File: src/rtl/spi_seq_pkg.sv
package spi_seq_pkg;

    localparam int CNT_W  = 7;
    localparam int SLOT_W = 2;
    localparam int MENU_W = 8 << SLOT_W;

    localparam logic [7:0] OP_RDSR = 8'h05;

    localparam logic [2:0] SEL_CTRL   = 3'd0;
    localparam logic [2:0] SEL_ADDR   = 3'd1;
    localparam logic [2:0] SEL_PREFIX = 3'd2;
    localparam logic [2:0] SEL_MENU   = 3'd3;
    localparam logic [2:0] SEL_POLL   = 3'd4;

    typedef struct packed {
        logic              lock;
        logic [16:0]       rsvd;
        logic              rd;
        logic [SLOT_W-1:0] slot;
        logic              pre_hi;
        logic              atomic;
        logic              addr_en;
        logic              data_en;
        logic [CNT_W-1:0]  cnt;
    } ctrl_t;

    typedef enum logic [1:0] {S_IDLE, S_LOAD, S_SHIFT, S_GAP} st_t;
    typedef enum logic [1:0] {FR_PRE, FR_CMD, FR_POLL} fr_t;

    function automatic logic [7:0] pick_prefix(input logic [15:0] pair, input logic hi);
        return hi ? pair[15:8] : pair[7:0];
    endfunction

endpackage

File: src/rtl/spi_seq_regs.sv
module spi_seq_regs
    import spi_seq_pkg::*;
#(
    parameter int ADDR_W = 24,
    parameter int POLL_W = 16
) (
    input  logic              clk,
    input  logic              rst,
    input  logic              wr,
    input  logic [2:0]        sel,
    input  logic [31:0]       wdata,
    output ctrl_t             ctrl,
    output logic [ADDR_W-1:0] addr,
    output logic [15:0]       prefix,
    output logic [MENU_W-1:0] menu,
    output logic [POLL_W-1:0] poll_lim
);

    ctrl_t ctrl_next;

    always_comb begin
        ctrl_next      = ctrl_t'(wdata);
        ctrl_next.rsvd = '0;
        ctrl_next.lock = ctrl.lock | wdata[31];
    end

    always_ff @(posedge clk) begin
        if (rst) begin
            ctrl     <= '0;
            addr     <= '0;
            prefix   <= '0;
            menu     <= '0;
            poll_lim <= '1;
        end else if (wr) begin
            case (sel)
                SEL_CTRL:   ctrl     <= ctrl_next;
                SEL_ADDR:   addr     <= wdata[ADDR_W-1:0];
                SEL_PREFIX: if (!ctrl.lock) prefix <= wdata[15:0];
                SEL_MENU:   if (!ctrl.lock) menu   <= wdata[MENU_W-1:0];
                SEL_POLL:   poll_lim <= wdata[POLL_W-1:0];
                default:    ;
            endcase
        end
    end


    prefix_frozen_chk: assert property (@(posedge clk) disable iff (rst)
        (ctrl.lock && wr && sel == SEL_PREFIX) |=> $stable(prefix));

    menu_frozen_chk: assert property (@(posedge clk) disable iff (rst)
        (ctrl.lock && wr && sel == SEL_MENU) |=> $stable(menu));

    lock_sticky_chk: assert property (@(posedge clk) disable iff (rst)
        ctrl.lock |=> ctrl.lock);

endmodule

File: src/rtl/spi_seq_buf.sv
module spi_seq_buf #(
    parameter int DEPTH = 64,
    localparam int IW   = $clog2(DEPTH)
) (
    input  logic          clk,
    input  logic          we,
    input  logic [IW-1:0] widx,
    input  logic [7:0]    wdata,
    input  logic [IW-1:0] ridx_a,
    output logic [7:0]    rdata_a,
    input  logic [IW-1:0] ridx_b,
    output logic [7:0]    rdata_b
);

    logic [7:0] mem [DEPTH];

    always_ff @(posedge clk) begin
        if (we) mem[widx] <= wdata;
    end

    assign rdata_a = mem[ridx_a];
    assign rdata_b = mem[ridx_b];

endmodule

File: src/rtl/spi_seq_shift.sv
module spi_seq_shift (
    input  logic       clk,
    input  logic       rst,
    input  logic       start,
    input  logic [7:0] tx_byte,
    input  logic       miso,
    output logic       sclk,
    output logic       mosi,
    output logic [7:0] rx_byte,
    output logic       done
);

    logic       act;
    logic       ph;
    logic [2:0] cnt;
    logic [7:0] tx;

    always_ff @(posedge clk) begin
        if (rst) begin
            act     <= 1'b0;
            ph      <= 1'b0;
            cnt     <= '0;
            tx      <= '0;
            rx_byte <= '0;
        end else if (start) begin
            act <= 1'b1;
            ph  <= 1'b0;
            cnt <= '0;
            tx  <= tx_byte;
        end else if (act) begin
            if (!ph) begin
                ph      <= 1'b1;
                rx_byte <= {rx_byte[6:0], miso};
            end else begin
                ph  <= 1'b0;
                tx  <= {tx[6:0], 1'b0};
                cnt <= cnt + 3'd1;
                if (cnt == 3'd7) act <= 1'b0;
            end
        end
    end

    assign sclk = act & ph;
    assign mosi = tx[7];
    assign done = act & ph & (cnt == 3'd7);


    mosi_hold_chk: assert property (@(posedge clk) disable iff (rst)
        sclk |-> $stable(mosi));

    byte_end_chk: assert property (@(posedge clk) disable iff (rst)
        done |=> !sclk);

endmodule

File: src/rtl/spi_atomic_seq.sv
module spi_atomic_seq
    import spi_seq_pkg::*;
#(
    parameter int BUF_DEPTH  = 64,
    parameter int ADDR_BYTES = 3,
    parameter int POLL_W     = 16,
    parameter int GAP_CLKS   = 2
) (
    input  logic        clk,
    input  logic        rst,
    input  logic        reg_wr,
    input  logic [2:0]  reg_sel,
    input  logic [31:0] reg_wdata,
    input  logic        buf_wr,
    input  logic [5:0]  buf_widx,
    input  logic [7:0]  buf_wdata,
    input  logic [5:0]  buf_ridx,
    output logic [7:0]  buf_rdata,
    input  logic        cmd_go,
    output logic        cmd_busy,
    output logic        cmd_done,
    output logic        err_len,
    output logic        err_timeout,
    output logic        spi_sclk,
    output logic        spi_cs_n,
    output logic        spi_mosi,
    input  logic        spi_miso
);

    localparam int ADDR_W = 8 * ADDR_BYTES;
    localparam int BW     = $clog2(BUF_DEPTH);
    localparam int IDXW   = $clog2(BUF_DEPTH + ADDR_BYTES + 2);
    localparam int GW     = $clog2(GAP_CLKS + 1);
    localparam logic [CNT_W-1:0] MAXCNT = CNT_W'(BUF_DEPTH - 1);

    ctrl_t             ctrl;
    logic [ADDR_W-1:0] addr;
    logic [15:0]       prefix;
    logic [MENU_W-1:0] menu;
    logic [POLL_W-1:0] plim;

    st_t              state;
    fr_t              frame;
    logic [IDXW-1:0]  bidx;
    logic [POLL_W-1:0] pcnt;
    logic [POLL_W:0]  pnext;
    logic [GW-1:0]    gcnt;
    logic             done_q, elen_q, etmo_q;

    logic [IDXW-1:0]  hdr, flen;
    logic             last;
    logic [7:0]       tx;
    logic             sh_done;
    logic [7:0]       sh_rx;
    logic [BW-1:0]    didx;
    logic [7:0]       eng_rdata;
    logic             eng_we;
    logic             buf_we;
    logic [BW-1:0]    buf_wi;
    logic [7:0]       buf_wd;
    logic             unused_ok;

    assign unused_ok = ^{ctrl.rsvd, ctrl.lock};

    spi_seq_regs #(.ADDR_W(ADDR_W), .POLL_W(POLL_W)) u_regs (
        .clk(clk), .rst(rst), .wr(reg_wr), .sel(reg_sel), .wdata(reg_wdata),
        .ctrl(ctrl), .addr(addr), .prefix(prefix), .menu(menu), .poll_lim(plim)
    );

    // header and frame length of the current frame
    always_comb begin
        hdr = IDXW'(1) + (ctrl.addr_en ? IDXW'(ADDR_BYTES) : '0);
        case (frame)
            FR_PRE:  flen = IDXW'(1);
            FR_POLL: flen = IDXW'(2);
            default: flen = hdr + (ctrl.data_en ? (IDXW'(ctrl.cnt) + IDXW'(1)) : '0);
        endcase
    end

    assign last  = (bidx == flen - IDXW'(1));
    assign didx  = BW'(bidx - hdr);
    assign pnext = {1'b0, pcnt} + {{POLL_W{1'b0}}, 1'b1};

    // byte to shift next
    always_comb begin
        tx = 8'h00;
        case (frame)
            FR_PRE:  tx = pick_prefix(prefix, ctrl.pre_hi);
            FR_POLL: tx = (bidx == '0) ? OP_RDSR : 8'h00;
            default: begin
                if (bidx == '0) begin
                    tx = menu[{ctrl.slot, 3'b000} +: 8];
                end else if (bidx < hdr) begin
                    for (int i = 0; i < ADDR_BYTES; i++) begin
                        if (bidx == IDXW'(i + 1)) tx = addr[(ADDR_BYTES-1-i)*8 +: 8];
                    end
                end else if (!ctrl.rd) begin
                    tx = eng_rdata;
                end
            end
        endcase
    end

    spi_seq_shift u_shift (
        .clk(clk), .rst(rst), .start(state == S_LOAD), .tx_byte(tx),
        .miso(spi_miso), .sclk(spi_sclk), .mosi(spi_mosi),
        .rx_byte(sh_rx), .done(sh_done)
    );

    assign eng_we = (state == S_SHIFT) && sh_done && (frame == FR_CMD) &&
                    ctrl.data_en && ctrl.rd && (bidx >= hdr);
    assign buf_we = eng_we | buf_wr;
    assign buf_wi = eng_we ? didx  : buf_widx;
    assign buf_wd = eng_we ? sh_rx : buf_wdata;

    spi_seq_buf #(.DEPTH(BUF_DEPTH)) u_buf (
        .clk(clk), .we(buf_we), .widx(buf_wi), .wdata(buf_wd),
        .ridx_a(buf_ridx), .rdata_a(buf_rdata),
        .ridx_b(didx), .rdata_b(eng_rdata)
    );

    always_ff @(posedge clk) begin
        if (rst) begin
            state  <= S_IDLE;
            frame  <= FR_CMD;
            bidx   <= '0;
            pcnt   <= '0;
            gcnt   <= '0;
            done_q <= 1'b0;
            elen_q <= 1'b0;
            etmo_q <= 1'b0;
        end else begin
            done_q <= 1'b0;
            case (state)
                S_IDLE: if (cmd_go) begin
                    elen_q <= 1'b0;
                    etmo_q <= 1'b0;
                    bidx   <= '0;
                    pcnt   <= '0;
                    if (ctrl.data_en && ctrl.cnt > MAXCNT) begin
                        elen_q <= 1'b1;
                    end else begin
                        state <= S_LOAD;
                        frame <= ctrl.atomic ? FR_PRE : FR_CMD;
                    end
                end
                S_LOAD: state <= S_SHIFT;
                S_SHIFT: if (sh_done) begin
                    if (!last) begin
                        bidx  <= bidx + IDXW'(1);
                        state <= S_LOAD;
                    end else begin
                        bidx <= '0;
                        case (frame)
                            FR_PRE: begin
                                frame <= FR_CMD;
                                state <= S_GAP;
                            end
                            FR_CMD: if (ctrl.atomic) begin
                                frame <= FR_POLL;
                                state <= S_GAP;
                            end else begin
                                state  <= S_IDLE;
                                done_q <= 1'b1;
                            end
                            default: if (!sh_rx[0]) begin
                                state  <= S_IDLE;
                                done_q <= 1'b1;
                            end else if (pnext >= {1'b0, plim}) begin
                                etmo_q <= 1'b1;
                                state  <= S_IDLE;
                                done_q <= 1'b1;
                            end else begin
                                pcnt  <= pnext[POLL_W-1:0];
                                state <= S_GAP;
                            end
                        endcase
                    end
                end
                S_GAP: if (gcnt == GW'(GAP_CLKS - 1)) begin
                    gcnt  <= '0;
                    state <= S_LOAD;
                end else begin
                    gcnt <= gcnt + GW'(1);
                end
                default: state <= S_IDLE;
            endcase
        end
    end

    assign spi_cs_n    = !((state == S_LOAD) || (state == S_SHIFT));
    assign cmd_busy    = (state != S_IDLE);
    assign cmd_done    = done_q;
    assign err_len     = elen_q;
    assign err_timeout = etmo_q;


    sclk_idle_chk: assert property (@(posedge clk) disable iff (rst)
        spi_cs_n |-> !spi_sclk);

    done_pulse_chk: assert property (@(posedge clk) disable iff (rst)
        cmd_done |=> !cmd_done);

    len_reject_chk: assert property (@(posedge clk) disable iff (rst)
        $rose(err_len) |-> (spi_cs_n && !cmd_busy && !cmd_done));

    timeout_end_chk: assert property (@(posedge clk) disable iff (rst)
        $rose(err_timeout) |-> (cmd_done && spi_cs_n));

    err_hold_chk: assert property (@(posedge clk) disable iff (rst)
        (err_len && !cmd_go) |=> err_len);

endmodule

File: config.mk
export PLATFORM = sky130hd
export DESIGN_NAME = spi_atomic_seq
export DESIGN_NICKNAME = d
export VERILOG_FILES = /design/src/rtl/spi_seq_pkg.sv /design/src/rtl/spi_seq_regs.sv /design/src/rtl/spi_seq_buf.sv /design/src/rtl/spi_seq_shift.sv /design/src/rtl/spi_atomic_seq.sv
export SDC_FILE = /design/constraint.sdc
export NUM_CORES = 1
export LEC_CHECK = 0
export BUFFER_PORTS_ARGS = -buffer_cell sky130_fd_sc_hd__buf_2
export CAP_MARGIN = 0
export CORE_MARGIN = 5
export CORE_UTILIZATION = 35
export CTS_BUF_LIST = sky130_fd_sc_hd__clkbuf_8
export CTS_CLUSTER_DIAMETER = 150
export DETAILED_ROUTE_END_ITERATION = 6
export GPL_ROUTABILITY_DRIVEN = 0
export HOLD_SLACK_MARGIN = 0.15
export SYNTH_ARGS = -nofsm -noshare
export SYNTH_HDL_FRONTEND = slang
export SYNTH_HIERARCHICAL = 1
export SYNTH_SLANG_ARGS = --single-unit
File: constraint.sdc
create_clock -name clk -period 3.5 [get_ports clk]
set_input_delay 0.525 -clock clk [delete_from_list [all_inputs] [get_ports clk]]
set_output_delay 0.525 -clock clk [all_outputs]
set_load 0.05 [all_outputs]
==> results.sh <==
export IMPL_timing_hold_ws_ns=0.2784
export IMPL_path_class="register to register"
export IMPL_tightest_slew_ns=1.271
export IMPL_outcome="complete, but fails checks"
export IMPL_grt_pass1_wl_um=144700
export IMPL_power_uw=17550
export IMPL_critPathCapture="pcnt[7]"
export IMPL_slew_viol_final=0
export IMPL_fin_crit_sh=1.003
export IMPL_fin_skew_ns=0.05150
export IMPL_coreArea_sq_um=93330
export IMPL_p_per_area_nw_per_um2=437.6
export IMPL_ant_nets=0
export IMPL_dp_hpwl_um=65700
export IMPL_critical_path_max_fanout=5
export IMPL_grt_antenna_before_repair=4
export IMPL_rrSetupSlack_ns=-0.01
export IMPL_crit_path_start="pcnt[1]"
export IMPL_num_rows=112
export IMPL_critical_path_buf_inv_count=1
export IMPL_grt_pass1_vias=22684
export IMPL_hold_class="primary input to register"
export IMPL_pre_cts_ws_ns=-0.4257
export IMPL_cp_common_cell="a21o_1"
export IMPL_grt_overflow_total=0
export IMPL_crit_path_max_incr_delay_ns=0.54
export IMPL_wl_um=97050
export IMPL_drc=0
export IMPL_rr_startpoint="pcnt[1]"
export IMPL_reg2reg_depth=15
export IMPL_finalNetCount=2706
export IMPL_post_route_cells_drive_above_1_share=0.3602
export IMPL_drt_initial_drc_count=2210
export IMPL_cts_sinks=668
export IMPL_max_cap_viol_count=0
export IMPL_leakage_uw=0.01417
export IMPL_via_per_inst=5.638
export IMPL_root_buffer="clkbuf_8"
export IMPL_num_vias=22310
export IMPL_layout_common_cells="edfxtp_1, mux4_2, buf_4"
export IMPL_die_h_um=316.8
export IMPL_violations="negative setup slack"
export IMPL_setup_tns_ns=-0.01066
export IMPL_synth_fp_nets=2347
export IMPL_slew_headroom=0.1471
export IMPL_clockBufferDepth=3
export IMPL_syn_avg_cell_area_sq_um=14.63
export IMPL_setup_viol=1
export IMPL_grtUsageTotal=0.1901
export IMPL_cts_max_level=3
export IMPL_r2r_end="pcnt[7]"
export IMPL_final_util=0.4298
export IMPL_final_common_cell="edfxtp_1"
export IMPL_numCtsBuffers=110
export IMPL_cts_tree="built"
export IMPL_post_drt_wl_per_cell_um=24.52
export IMPL_cp_data_required_time_ns=4.12
export IMPL_synthesis_area_sq_um=32940
export IMPL_grt_max_degree=110
export IMPL_io_pins=76
export IMPL_clkTransAtPathRegs_ns=0.07
export IMPL_synthToLayoutAreaGrowth_pct=21.80
export IMPL_crit_family="simple AND/OR/NAND/NOR gates"
export IMPL_crit_slowest_cell="or4_1"
export IMPL_die_w_um=316.8
export IMPL_hold_viol_final=0
export IMPL_fin_crit_ns=3.511
export IMPL_io_buffers=75
export IMPL_crit_chain="ha_2, nand3_2, buf_6, or2_4, xnor2_2, ha_1, a21o_1, a21o_1, a21oi_1, nor3_1, nor3_4, and4_4, o311ai_4, or4_1, a31oi_1"
export IMPL_post_route_worst_setup_slack_ns=-0.01066
export IMPL_dr_pass1_iters=5
export IMPL_whs_path_depth=4
export IMPL_initial_utilization=0.3529
export IMPL_die_area_sq_um=100300
export IMPL_fmax_mhz=284.8
export IMPL_yosys_warnings=6
export IMPL_rsz0062_at_grt="true"
export IMPL_cp_end_kind="register"
export IMPL_clock_latency_ns=0.74
export IMPL_start_kind="register"
export IMPL_netlist_instances=2251
export IMPL_vdd_drop_max_v=0.0002562
export IMPL_fill_cells=8438
export IMPL_arrival_ns=4.13
export IMPL_worst_path_stages=15
flip-flops by register name, indices dropped and copies added, names as in the netlist:
| signal | flops |
|---|---|
| err_timeout | 1 |
| u_regs/prefix | 16 |
| err_len | 1 |
| u_regs/ctrl | 15 |
| u_shift/cnt | 3 |
| u_regs/addr | 24 |
| u_shift/rx_byte | 8 |
| u_regs/poll_lim | 16 |
| u_shift/act | 1 |
| u_shift/tx | 8 |
| u_shift/ph | 1 |
| u_regs/menu | 32 |
| state | 2 |
| u_buf/mem | 512 |
| frame | 2 |
| pcnt | 16 |
| cmd_done | 1 |
| gcnt | 2 |
| bidx | 7 |
worst min path at each step:
stage,to,from
final,u_regs/ctrl[31],reg_sel[0]
after global routing,u_regs/ctrl[31],reg_sel[0]
after CTS,u_regs/ctrl[31],reg_sel[0]
after detailed placement,gcnt[1],gcnt[1]
after global placement,gcnt[1],gcnt[1]
after floorplan,gcnt[1],gcnt[1]
power by group:
group	switching [uW]	internal, uW
clock	3250	3630
combinational	1210	808
sequential	48.4	8600
total	4520	13000
through the flow:
stage	area, sq um	instances
final	40120	3957
after global routing	40110	3956
after CTS	39590	3942
after detailed placement	36480	3686
after global placement	36480	3686
after floorplan	32970	2251
worst reg2reg max path, cell delays in order, from the launching register on:
cell and delay [ns]:
dfxtp_2 0.34, ha_2 0.20, nand3_2 0.12, buf_6 0.16, or2_4 0.26, xnor2_2 0.14, ha_1 0.29, a21o_1 0.16
a21o_1 0.17, a21oi_1 0.14, nor3_1 0.08, nor3_4 0.24, and4_4 0.27, o311ai_4 0.14, or4_1 0.54, a31oi_1 0.17
metal layers:
metal,GRT usage,routed length [um],part of all wire,vias up
met3,0.04034,7803,0.080,171
met5,0,13,0.00013,-
met4,0.05709,2975,0.031,2
li1,-,-,-,9675
met1,0.2595,39940,0.41,11531
met2,0.3086,46310,0.48,931
area by class of cell:
cell class,count,area (sq um),share of cell area
Sequential cell,668,18500,0.4612
Multi-Input combinational cell,1364,14100,0.3514
Timing Repair Buffer,414,3526,0.08789
Clock buffer,117,1610,0.04014
Tap cell,1254,1569,0.03911
Clock inverter,86,583.1,0.01453
Inverter,51,212.7,0.005302
Timing Repair inverter,1,8.758,0.0002183
Antenna cell,2,5.005,0.0001248
timing repair:
item / 4_1_cts / 5_1_grt
gates resized for setup: 91 / 90
setup endpoints to repair: 102 / 840
gates cloned: 2 / 2
hold endpoints to repair: 90 / 0
buffers inserted: 18 / 11
pin swaps: 23 / 22
hold buffers: 37 / 0
(Power assumes the default switching activity.)
